$ cat src/rtl/gpio_bank_pkg.sv
package gpio_bank_pkg;

    localparam int NUM_PINS  = 32;
    localparam int WORD_W    = 32;
    localparam int MODE_W    = 2;
    localparam int IDX_W     = 3;
    localparam int GROUP_W   = NUM_PINS / 2;
    localparam int CFG_W     = NUM_PINS * MODE_W;
    localparam int CFG_WORDS = CFG_W / WORD_W;

    typedef enum logic [MODE_W-1:0] {
        TRG_LOW  = 2'd0,
        TRG_HIGH = 2'd1,
        TRG_RISE = 2'd2,
        TRG_FALL = 2'd3
    } trig_mode_e;

    typedef enum logic [IDX_W-1:0] {
        RG_DOUT   = 3'd0,
        RG_DIR    = 3'd1,
        RG_PAD    = 3'd2,
        RG_CFG_LO = 3'd3,
        RG_CFG_HI = 3'd4,
        RG_MASK   = 3'd5,
        RG_STAT   = 3'd6,
        RG_ESEL   = 3'd7
    } reg_idx_e;

    localparam logic [CFG_W-1:0] CFG_RESET = {NUM_PINS{TRG_HIGH}};

    function automatic logic trig_hit(trig_mode_e mode, logic any_edge,
                                      logic cur, logic prev);
        logic hit;
        if (any_edge) begin
            hit = cur ^ prev;
        end else begin
            unique case (mode)
                TRG_LOW:  hit = ~cur;
                TRG_HIGH: hit = cur;
                TRG_RISE: hit = cur & ~prev;
                TRG_FALL: hit = ~cur & prev;
                default:  hit = 1'b0;
            endcase
        end
        return hit;
    endfunction

endpackage

$ cat src/rtl/gpio_sync.sv
module gpio_sync #(
    parameter int WIDTH  = 32,
    parameter int STAGES = 2
) (
    input  logic             clk,
    input  logic             rst,
    input  logic [WIDTH-1:0] d,
    output logic [WIDTH-1:0] cur,
    output logic [WIDTH-1:0] prev
);

    logic [WIDTH-1:0] chain [STAGES];

    always_ff @(posedge clk) begin
        if (rst) begin
            for (int i = 0; i < STAGES; i++) chain[i] <= '0;
            prev <= '0;
        end else begin
            chain[0] <= d;
            for (int i = 1; i < STAGES; i++) chain[i] <= chain[i-1];
            prev <= chain[STAGES-1];
        end
    end

    assign cur = chain[STAGES-1];

endmodule

$ cat src/rtl/gpio_trig_detect.sv
module gpio_trig_detect
    import gpio_bank_pkg::*;
(
    input  logic [NUM_PINS-1:0] cur,
    input  logic [NUM_PINS-1:0] prev,
    input  logic [NUM_PINS-1:0] any_edge,
    input  logic [CFG_W-1:0]    cfg,
    output logic [NUM_PINS-1:0] hit
);

    for (genvar p = 0; p < NUM_PINS; p++) begin : g_pin
        trig_mode_e mode;
        assign mode   = trig_mode_e'(cfg[p*MODE_W +: MODE_W]);
        assign hit[p] = trig_hit(mode, any_edge[p], cur[p], prev[p]);
    end

endmodule

$ cat src/rtl/gpio_regfile.sv
module gpio_regfile
    import gpio_bank_pkg::*;
(
    input  logic                clk,
    input  logic                rst,
    input  logic                wr_en,
    input  logic                rd_en,
    input  logic [IDX_W-1:0]    idx,
    input  logic [WORD_W-1:0]   wdata,
    input  logic [NUM_PINS-1:0] pad_level,
    input  logic [NUM_PINS-1:0] event_vec,
    output logic [NUM_PINS-1:0] dout_q,
    output logic [NUM_PINS-1:0] dir_q,
    output logic [NUM_PINS-1:0] mask_q,
    output logic [NUM_PINS-1:0] esel_q,
    output logic [NUM_PINS-1:0] status_q,
    output logic [CFG_W-1:0]    cfg_q,
    output logic [WORD_W-1:0]   rdata_q
);

    reg_idx_e            sel;
    logic [NUM_PINS-1:0] clr_vec;
    logic [WORD_W-1:0]   rd_word;

    assign sel     = reg_idx_e'(idx);
    assign clr_vec = (wr_en && sel == RG_STAT) ? wdata[NUM_PINS-1:0] : '0;

    always_ff @(posedge clk) begin
        if (rst) begin
            dout_q <= '0;
            dir_q  <= '0;
            mask_q <= '0;
            esel_q <= '0;
            cfg_q  <= CFG_RESET;
        end else if (wr_en) begin
            unique case (sel)
                RG_DOUT:   dout_q <= wdata[NUM_PINS-1:0];
                RG_DIR:    dir_q  <= wdata[NUM_PINS-1:0];
                RG_CFG_LO: cfg_q[WORD_W-1:0] <= wdata;
                RG_CFG_HI: cfg_q[CFG_WORDS*WORD_W-1:WORD_W] <= wdata;
                RG_MASK:   mask_q <= wdata[NUM_PINS-1:0];
                RG_ESEL:   esel_q <= wdata[NUM_PINS-1:0];
                default:   ;
            endcase
        end
    end

    // a new event outranks a clear that lands on the same cycle
    always_ff @(posedge clk) begin
        if (rst) status_q <= '0;
        else     status_q <= (status_q & ~clr_vec) | event_vec;
    end

    always_comb begin
        unique case (sel)
            RG_DOUT:   rd_word = dout_q;
            RG_DIR:    rd_word = dir_q;
            RG_PAD:    rd_word = pad_level;
            RG_CFG_LO: rd_word = cfg_q[WORD_W-1:0];
            RG_CFG_HI: rd_word = cfg_q[CFG_WORDS*WORD_W-1:WORD_W];
            RG_MASK:   rd_word = mask_q;
            RG_STAT:   rd_word = status_q;
            RG_ESEL:   rd_word = esel_q;
            default:   rd_word = '0;
        endcase
    end

    always_ff @(posedge clk) begin
        if (rst)        rdata_q <= '0;
        else if (rd_en) rdata_q <= rd_word;
    end

endmodule

$ cat src/rtl/gpio_irq_bank.sv
module gpio_irq_bank
    import gpio_bank_pkg::*;
#(
    parameter int SYNC_STAGES = 2
) (
    input  logic                clk,
    input  logic                rst,
    input  logic [IDX_W-1:0]    bus_addr,
    input  logic                bus_wr,
    input  logic [WORD_W-1:0]   bus_wdata,
    input  logic                bus_rd,
    output logic [WORD_W-1:0]   bus_rdata,
    input  logic [NUM_PINS-1:0] pin_in,
    output logic [NUM_PINS-1:0] pin_out,
    output logic [NUM_PINS-1:0] pin_oe,
    output logic                irq_lo,
    output logic                irq_hi
);

    logic [NUM_PINS-1:0] pin_cur;
    logic [NUM_PINS-1:0] pin_prev;
    logic [NUM_PINS-1:0] event_vec;
    logic [NUM_PINS-1:0] status_q;
    logic [NUM_PINS-1:0] mask_q;
    logic [NUM_PINS-1:0] esel_q;
    logic [NUM_PINS-1:0] dout_q;
    logic [NUM_PINS-1:0] dir_q;
    logic [CFG_W-1:0]    cfg_q;
    logic [NUM_PINS-1:0] pending;

    gpio_sync #(
        .WIDTH  (NUM_PINS),
        .STAGES (SYNC_STAGES)
    ) u_sync (
        .clk  (clk),
        .rst  (rst),
        .d    (pin_in),
        .cur  (pin_cur),
        .prev (pin_prev)
    );

    gpio_trig_detect u_detect (
        .cur      (pin_cur),
        .prev     (pin_prev),
        .any_edge (esel_q),
        .cfg      (cfg_q),
        .hit      (event_vec)
    );

    gpio_regfile u_regs (
        .clk       (clk),
        .rst       (rst),
        .wr_en     (bus_wr),
        .rd_en     (bus_rd),
        .idx       (bus_addr),
        .wdata     (bus_wdata),
        .pad_level (pin_cur),
        .event_vec (event_vec),
        .dout_q    (dout_q),
        .dir_q     (dir_q),
        .mask_q    (mask_q),
        .esel_q    (esel_q),
        .status_q  (status_q),
        .cfg_q     (cfg_q),
        .rdata_q   (bus_rdata)
    );

    assign pending = status_q & mask_q;
    assign irq_lo  = |pending[GROUP_W-1:0];
    assign irq_hi  = |pending[NUM_PINS-1:GROUP_W];
    assign pin_out = dout_q;
    assign pin_oe  = dir_q;

endmodule

$ cat config.mk
export PLATFORM = sky130hd
export DESIGN_NAME = gpio_irq_bank
export DESIGN_NICKNAME = d
export VERILOG_FILES = /design/src/rtl/gpio_bank_pkg.sv /design/src/rtl/gpio_sync.sv /design/src/rtl/gpio_trig_detect.sv /design/src/rtl/gpio_regfile.sv /design/src/rtl/gpio_irq_bank.sv
export SDC_FILE = /design/constraint.sdc
export NUM_CORES = 1
export LEC_CHECK = 0
export ABC_AREA = 1
export CORE_MARGIN = 2
export CORE_UTILIZATION = 45
export DETAILED_ROUTE_END_ITERATION = 12
export HOLD_SLACK_MARGIN = 0.06
export PLACE_DENSITY = 0.66
export SETUP_SLACK_MARGIN = 0.3
export SLEW_MARGIN = 10
export SYNTH_ARGS = -nofsm -noshare
export SYNTH_HDL_FRONTEND = slang
export SYNTH_SLANG_ARGS = --single-unit
$ cat constraint.sdc
create_clock -name clk -period 4.1 [get_ports clk]
set_clock_uncertainty 0.15 [all_clocks]
set_input_delay 0.82 -clock clk [delete_from_list [all_inputs] [get_ports clk]]
set_output_delay 0.82 -clock clk [all_outputs]
set_load 0.02 [all_outputs]
After elaboration in Yosys (flattened, before gate mapping)
Memory sizes are Yosys's and may differ from the RTL's.
Index checks and enable logic that the tools add are counted.
{ "word_totals": {"ff_bits": 288, "ramBits": 64, "in_bits": 71, "out_inout_bits": 98, "elab_cells": 392, "memories": 1} }
{ "op_classes": {"n_eq_ne": 103, "muxes": 71, "bitwise_logic": 166, "reduce_logical": 42} }
{ "memory_table": {"columns": ["memory", "depth", "word_bits", "read_ports", "rd_clocked_by_memory_dff", "write_ports", "line_no", "text"], "rows": [
  ["u_sync.chain", 2, 32, 2, 0, 2, "gpio_sync.sv:12", "logic [WIDTH-1:0] chain [STAGES];"]
]} }
{ "op_table": {"columns": ["cell", "count"], "rows": [
  ["$pmux 32 s8", 1],
  ["$eq 2x2->1 const B", 64],
  ["$pmux 1 s4", 32],
  ["$mux 32", 3],
  ["$and 1x1->1", 64],
  ["$and 32x32->32", 2],
  ["$eq 2x1->1 const B", 32],
  ["$logic_not 2->1", 32],
  ["$not 1->1", 64],
  ["$mux 1", 35],
  ["$not 32->32", 1],
  ["$or 32x32->32", 1],
  ["$reduce_or 16->1", 2],
  ["$xor 1x1->1", 32],
  ["$eq 3x3->1 const B", 4],
  ["$reduce_and 2->1", 6],
  ["$eq 3x2->1 const B", 2],
  ["$eq 3x1->1 const B", 1],
  ["$logic_not 3->1", 1],
  ["$or 1x1->1", 2],
  ["$logic_and 1x1->1", 1]
]} }

Depth between registers and ports, before layout
{ "logic_depth": {"depth_word": 6, "mapped_depth": 10, "depth_no_buf": 8} }

Cells and area by module
Synthesis repeated with hierarchy kept, for this count alone.
{ "unflattened": {"hier_cells": 2611, "area_unflattened_um2": 17770.8} }
{ "by_module_without_submodules": {"columns": ["mod", "instances", "cells_each", "area_each_um2", "seq_area_each_um2"], "rows": [
  ["gpio_regfile", 1, 1598, 11418.5, 5124.9],
  ["gpio_sync", 1, 331, 3054.2, 1921.8],
  ["gpio_trig_detect", 1, 612, 3030.4, 0.0],
  ["gpio_irq_bank", 1, 70, 267.8, 0.0]
]} }

Worst setup path after synthesis
OpenSTA, ideal clock, no wires.
{ "synth_timing": {"kind": "input to register", "start": "input port bus_addr[1]", "end": "register u_regs.status_q[16]", "setup_time_ns": 0.115, "arrival_ns": 1.704, "required_ns": 3.835, "setup_slack_ns": 2.130, "path_stages": 7, "path_buffers": 2, "path_cell_list": "buf_4 nand3_2 nor2_2 buf_2 a21oi_1 o21ai_0 inv_1"} }
{ "synth_between": {"elab_chain_len": 6} }
{ "synth_rtl": {"columns": ["element", "line_no", "text"], "rows": [
  ["start: declaration", "gpio_irq_bank.sv:8", "input logic [IDX_W-1:0] bus_addr,"],
  ["$eq 3x3->1", "gpio_regfile.sv:26", "assign clr_vec = (wr_en && sel == RG_STAT) ? wdata[NUM_PINS-1:0] : '0;"],
  ["$logic_and 1x1->1", "gpio_regfile.sv:26", null],
  ["$mux 32", "gpio_regfile.sv:26", null],
  ["$not 32->32", "gpio_regfile.sv:51", "else status_q <= (status_q & ~clr_vec) | event_vec;"],
  ["$and 32x32->32", "gpio_regfile.sv:51", null],
  ["$or 32x32->32", "gpio_regfile.sv:51", null],
  ["end signal: assignment", "gpio_regfile.sv:51", null],
  ["end: declaration", "gpio_regfile.sv:16", "output logic [NUM_PINS-1:0] status_q,"]
]} }
No other way between the ends.
A chain may end at the register's enable or synchronous reset.

Final worst setup path
{ "layout_timing": {"start": "register u_regs.status_q[14]", "end": "output port irq_lo"} }
{ "layout_between": {"elab_chain_len": 2} }
{ "layout_rtl": {"columns": ["element", "line_no", "text"], "rows": [
  ["$and 32x32->32", "gpio_irq_bank.sv:68", "assign pending = status_q & mask_q;"],
  ["$reduce_or 16->1", "gpio_irq_bank.sv:69", "assign irq_lo = |pending[GROUP_W-1:0];"],
  ["end: declaration", "gpio_irq_bank.sv:16", "output logic irq_lo,"]
]} }
No other way between the ends.

==> qor.yml <==
run_status:
  outcome: "complete, no violations"
cts:
  post_cts.repair.setup_buffers: 0
  tritoncts: "built"
  clkLatencyLatePin_ns: 0.56
  cts_hold_buf: 0
  cts-buffers-inserted: 39
  clock_sinks: 352
  path_clk_slew_ns: 0.06
  post_cts_resized: 0
  cts.path.max_buffers: 3
  htreeDepth: 2
  root_buffer: "clkbuf_16"
grt:
  grt_antenna_before_repair: 1
  grt_pass1_vias: 15100
  grt_max_degree: 125
  gr-total-overflow: 0
  grt_pass1_wl_mm: 86.9
  grt_usage: 0.289
yosys:
  seq_area_frac_synth: 0.423
  ys_ff_latch: 352
  synth.distinct_cells: 27
  syn_nets: 2533
  postSynthAreaPerCell_sq_um: 6.94
  syn_inst: 2398
  ys_warn_count: 0
  syn_area_sq_um: 16600
routing:
  drc: 0
  antenna_left: 0
  wl_met1_mm: 24.7
  route.met2.wl_mm: 25.0
  drt_iter0_drc: 1648
  highest_layer: "met4"
  first_pass_iters: 6
  avgViaCountPerCell: 5.50
  detail_route.wl_per_cell_um: 19.0
  drt_wl_total_mm: 56.7
  vias: 16400
  dr_wl_met3_mm: 5.15
die:
  initial_utilization: 0.456
  num_rows: 70
  core-area_sq_um: 36500
  die_h_um: 196
  die_area_sq_um: 38500
  fp.dieW_um: 196
  ioPinCount: 169
flow_run:
  drv_cap: 0
sta:
  rsz0062_at_grt: "false"
  period_minus_slack_ns: 3.03
  max_freq_mhz: 330
  finalHoldViolCount: 0
  fin_hold_ws_ns: 0.232
  setup_tns_ns: 0
  fin_crit_sh: 0.739
  slew_viol_final: 0
  finalSetupViolCount: 0
  slew_headroom: 0.244
  max_slew.worst_pin.slew_ns: 1.13
power:
  power.density_nw_per_um2: 419
  finalPower_w: 0.00833
  power.leakage_nw: 8.60
  vdd_drop_max_mv: 0.309
worst_setup_path:
  path_class: "reg -> out"
  worstPathMaxFanout: 3
  critPathArrivalTime_ns: 2.06
  critPathLaunchType: "flop"
  worstPathRequired_ns: 3.13
  cp-end-kind: "primary output"
placement:
  port-buffer-count: 168
  gp_congestion: 0.930
  placed_cells: 2917
  hpwlAfterDp_mm: 38.1
finish:
  drive_above_1_share: 0.0532
  final_cells: 2990
  nNetsFinal: 2625
  syn_to_final_growth_pct: 19.4
  utilization: 0.544
min_path:
  min_path_type: "reg -> reg"
## final timing paths
kind                                   from                        endpoint  slack, ns  cells past startpoint
min reg2reg  u_sync.chain[0][13]$_SDFF_PP0_  u_sync.chain[0][45]$_SDFF_PP0_       0.23                      2
min          u_sync.chain[0][13]$_SDFF_PP0_  u_sync.chain[0][45]$_SDFF_PP0_       0.23                      2
max reg2reg  u_sync.chain[0][50]$_SDFF_PP0_  u_regs.status_q[18]$_SDFF_PP0_       2.37                      8
max          u_regs.status_q[14]$_SDFF_PP0_                          irq_lo       1.07                      5
## metrics by stage
stage | setup slack [ns] | cell area [sq um]
floorplan | 2.13 | 16600
global placement | 1.18 | 18500
detailed placement | 1.11 | 18500
CTS | 1.06 | 19900
global route | 1.02 | 19900
finish | 1.07 | 19900
## cell families after synthesis
| family | after synthesis | synth area share |
|---|---|---|
| AND/OR/NAND/NOR | 1091 | 0.288 |
| buffers and inverters | 507 | 0.120 |
| AO/OA/AOI/OAI | 374 | 0.115 |
| flip-flops | 352 | 0.423 |
| adder cells (fa/ha/maj) | 64 | 0.0481 |
| XOR/XNOR | 10 | 0.00526 |
## critical path: stages (launching register included)
cell and delay, ns:
dfxtp_1 0.31, inv_1 0.10, o22ai_1 0.29, nor3_1 0.09, nand2_1 0.11, clkdlybuf4s50_1 0.61
## sequential cells by signal, indices dropped and copies added, names as in the netlist
| signal | flops |
|---|---|
| u_regs.cfg_q | 64 |
| u_sync.chain | 64 |
| u_regs.dir_q | 32 |
| u_regs.dout_q | 32 |
| u_regs.esel_q | 32 |
| u_regs.mask_q | 32 |
| u_regs.rdata_q | 32 |
| u_regs.status_q | 32 |
| u_sync.prev | 32 |
## routing by layer
layer  global-route usage  up-vias
met5                    0        -
met4                0.102        0
met3               0.0519      132
met2                0.450      748
met1                0.400     7669
li1                     -     7898
## synthesized netlist by cell type (all sizes together)
cell type / n / area, sq um
xor2: 10 / 87.6
inv: 360 / 1350
nand2: 370 / 1390
nor3: 4 / 30.0
nand3: 225 / 1140
dfxtp: 352 / 7050
a21oi: 165 / 826
buf: 65 / 332
nor2: 342 / 1300
o22ai: 12 / 75.1
or2: 17 / 106
o21ai: 185 / 926
o211ai: 12 / 90.1
ha: 64 / 801
nand4: 133 / 838
clkbuf: 82 / 308
## cells in the final DEF (no fill, tap or decap), types with 5 or more instances in the layout
master           instances
a21oi_1                165
buf_4                   30
clkbuf_1                 7
clkbuf_16               40
clkbuf_8                 9
clkdlybuf4s50_1        163
clkinv_2                10
dfxtp_1                352
ha_1                    64
inv_1                  353
inv_2                    5
nand2_1                369
nand3_1                223
nand4_1                132
nor2_1                 338
o211ai_1                12
o21ai_0                167
o21ai_1                 18
o22ai_1                 12
or2_2                   17
xor2_1                  10
## final cells by class
class	count	area, sq um
diodes	1	2.50
clock buffers	56	1150
clock inverters	16	195
fillers	3579	16700
inverters	360	1360
multi-input cells	1539	7610
flip-flops and latches	352	7050
well taps	468	586
repair buffers	198	1920
## where the power goes
part	internal, W	total (W)	switching, W
Combinational	0.000330	0.000951	0.000621
Clock	0.00221	0.00368	0.00147
Sequential	0.00358	0.00370	0.000120
No activity file was read; power rests on OpenSTA's default activity.
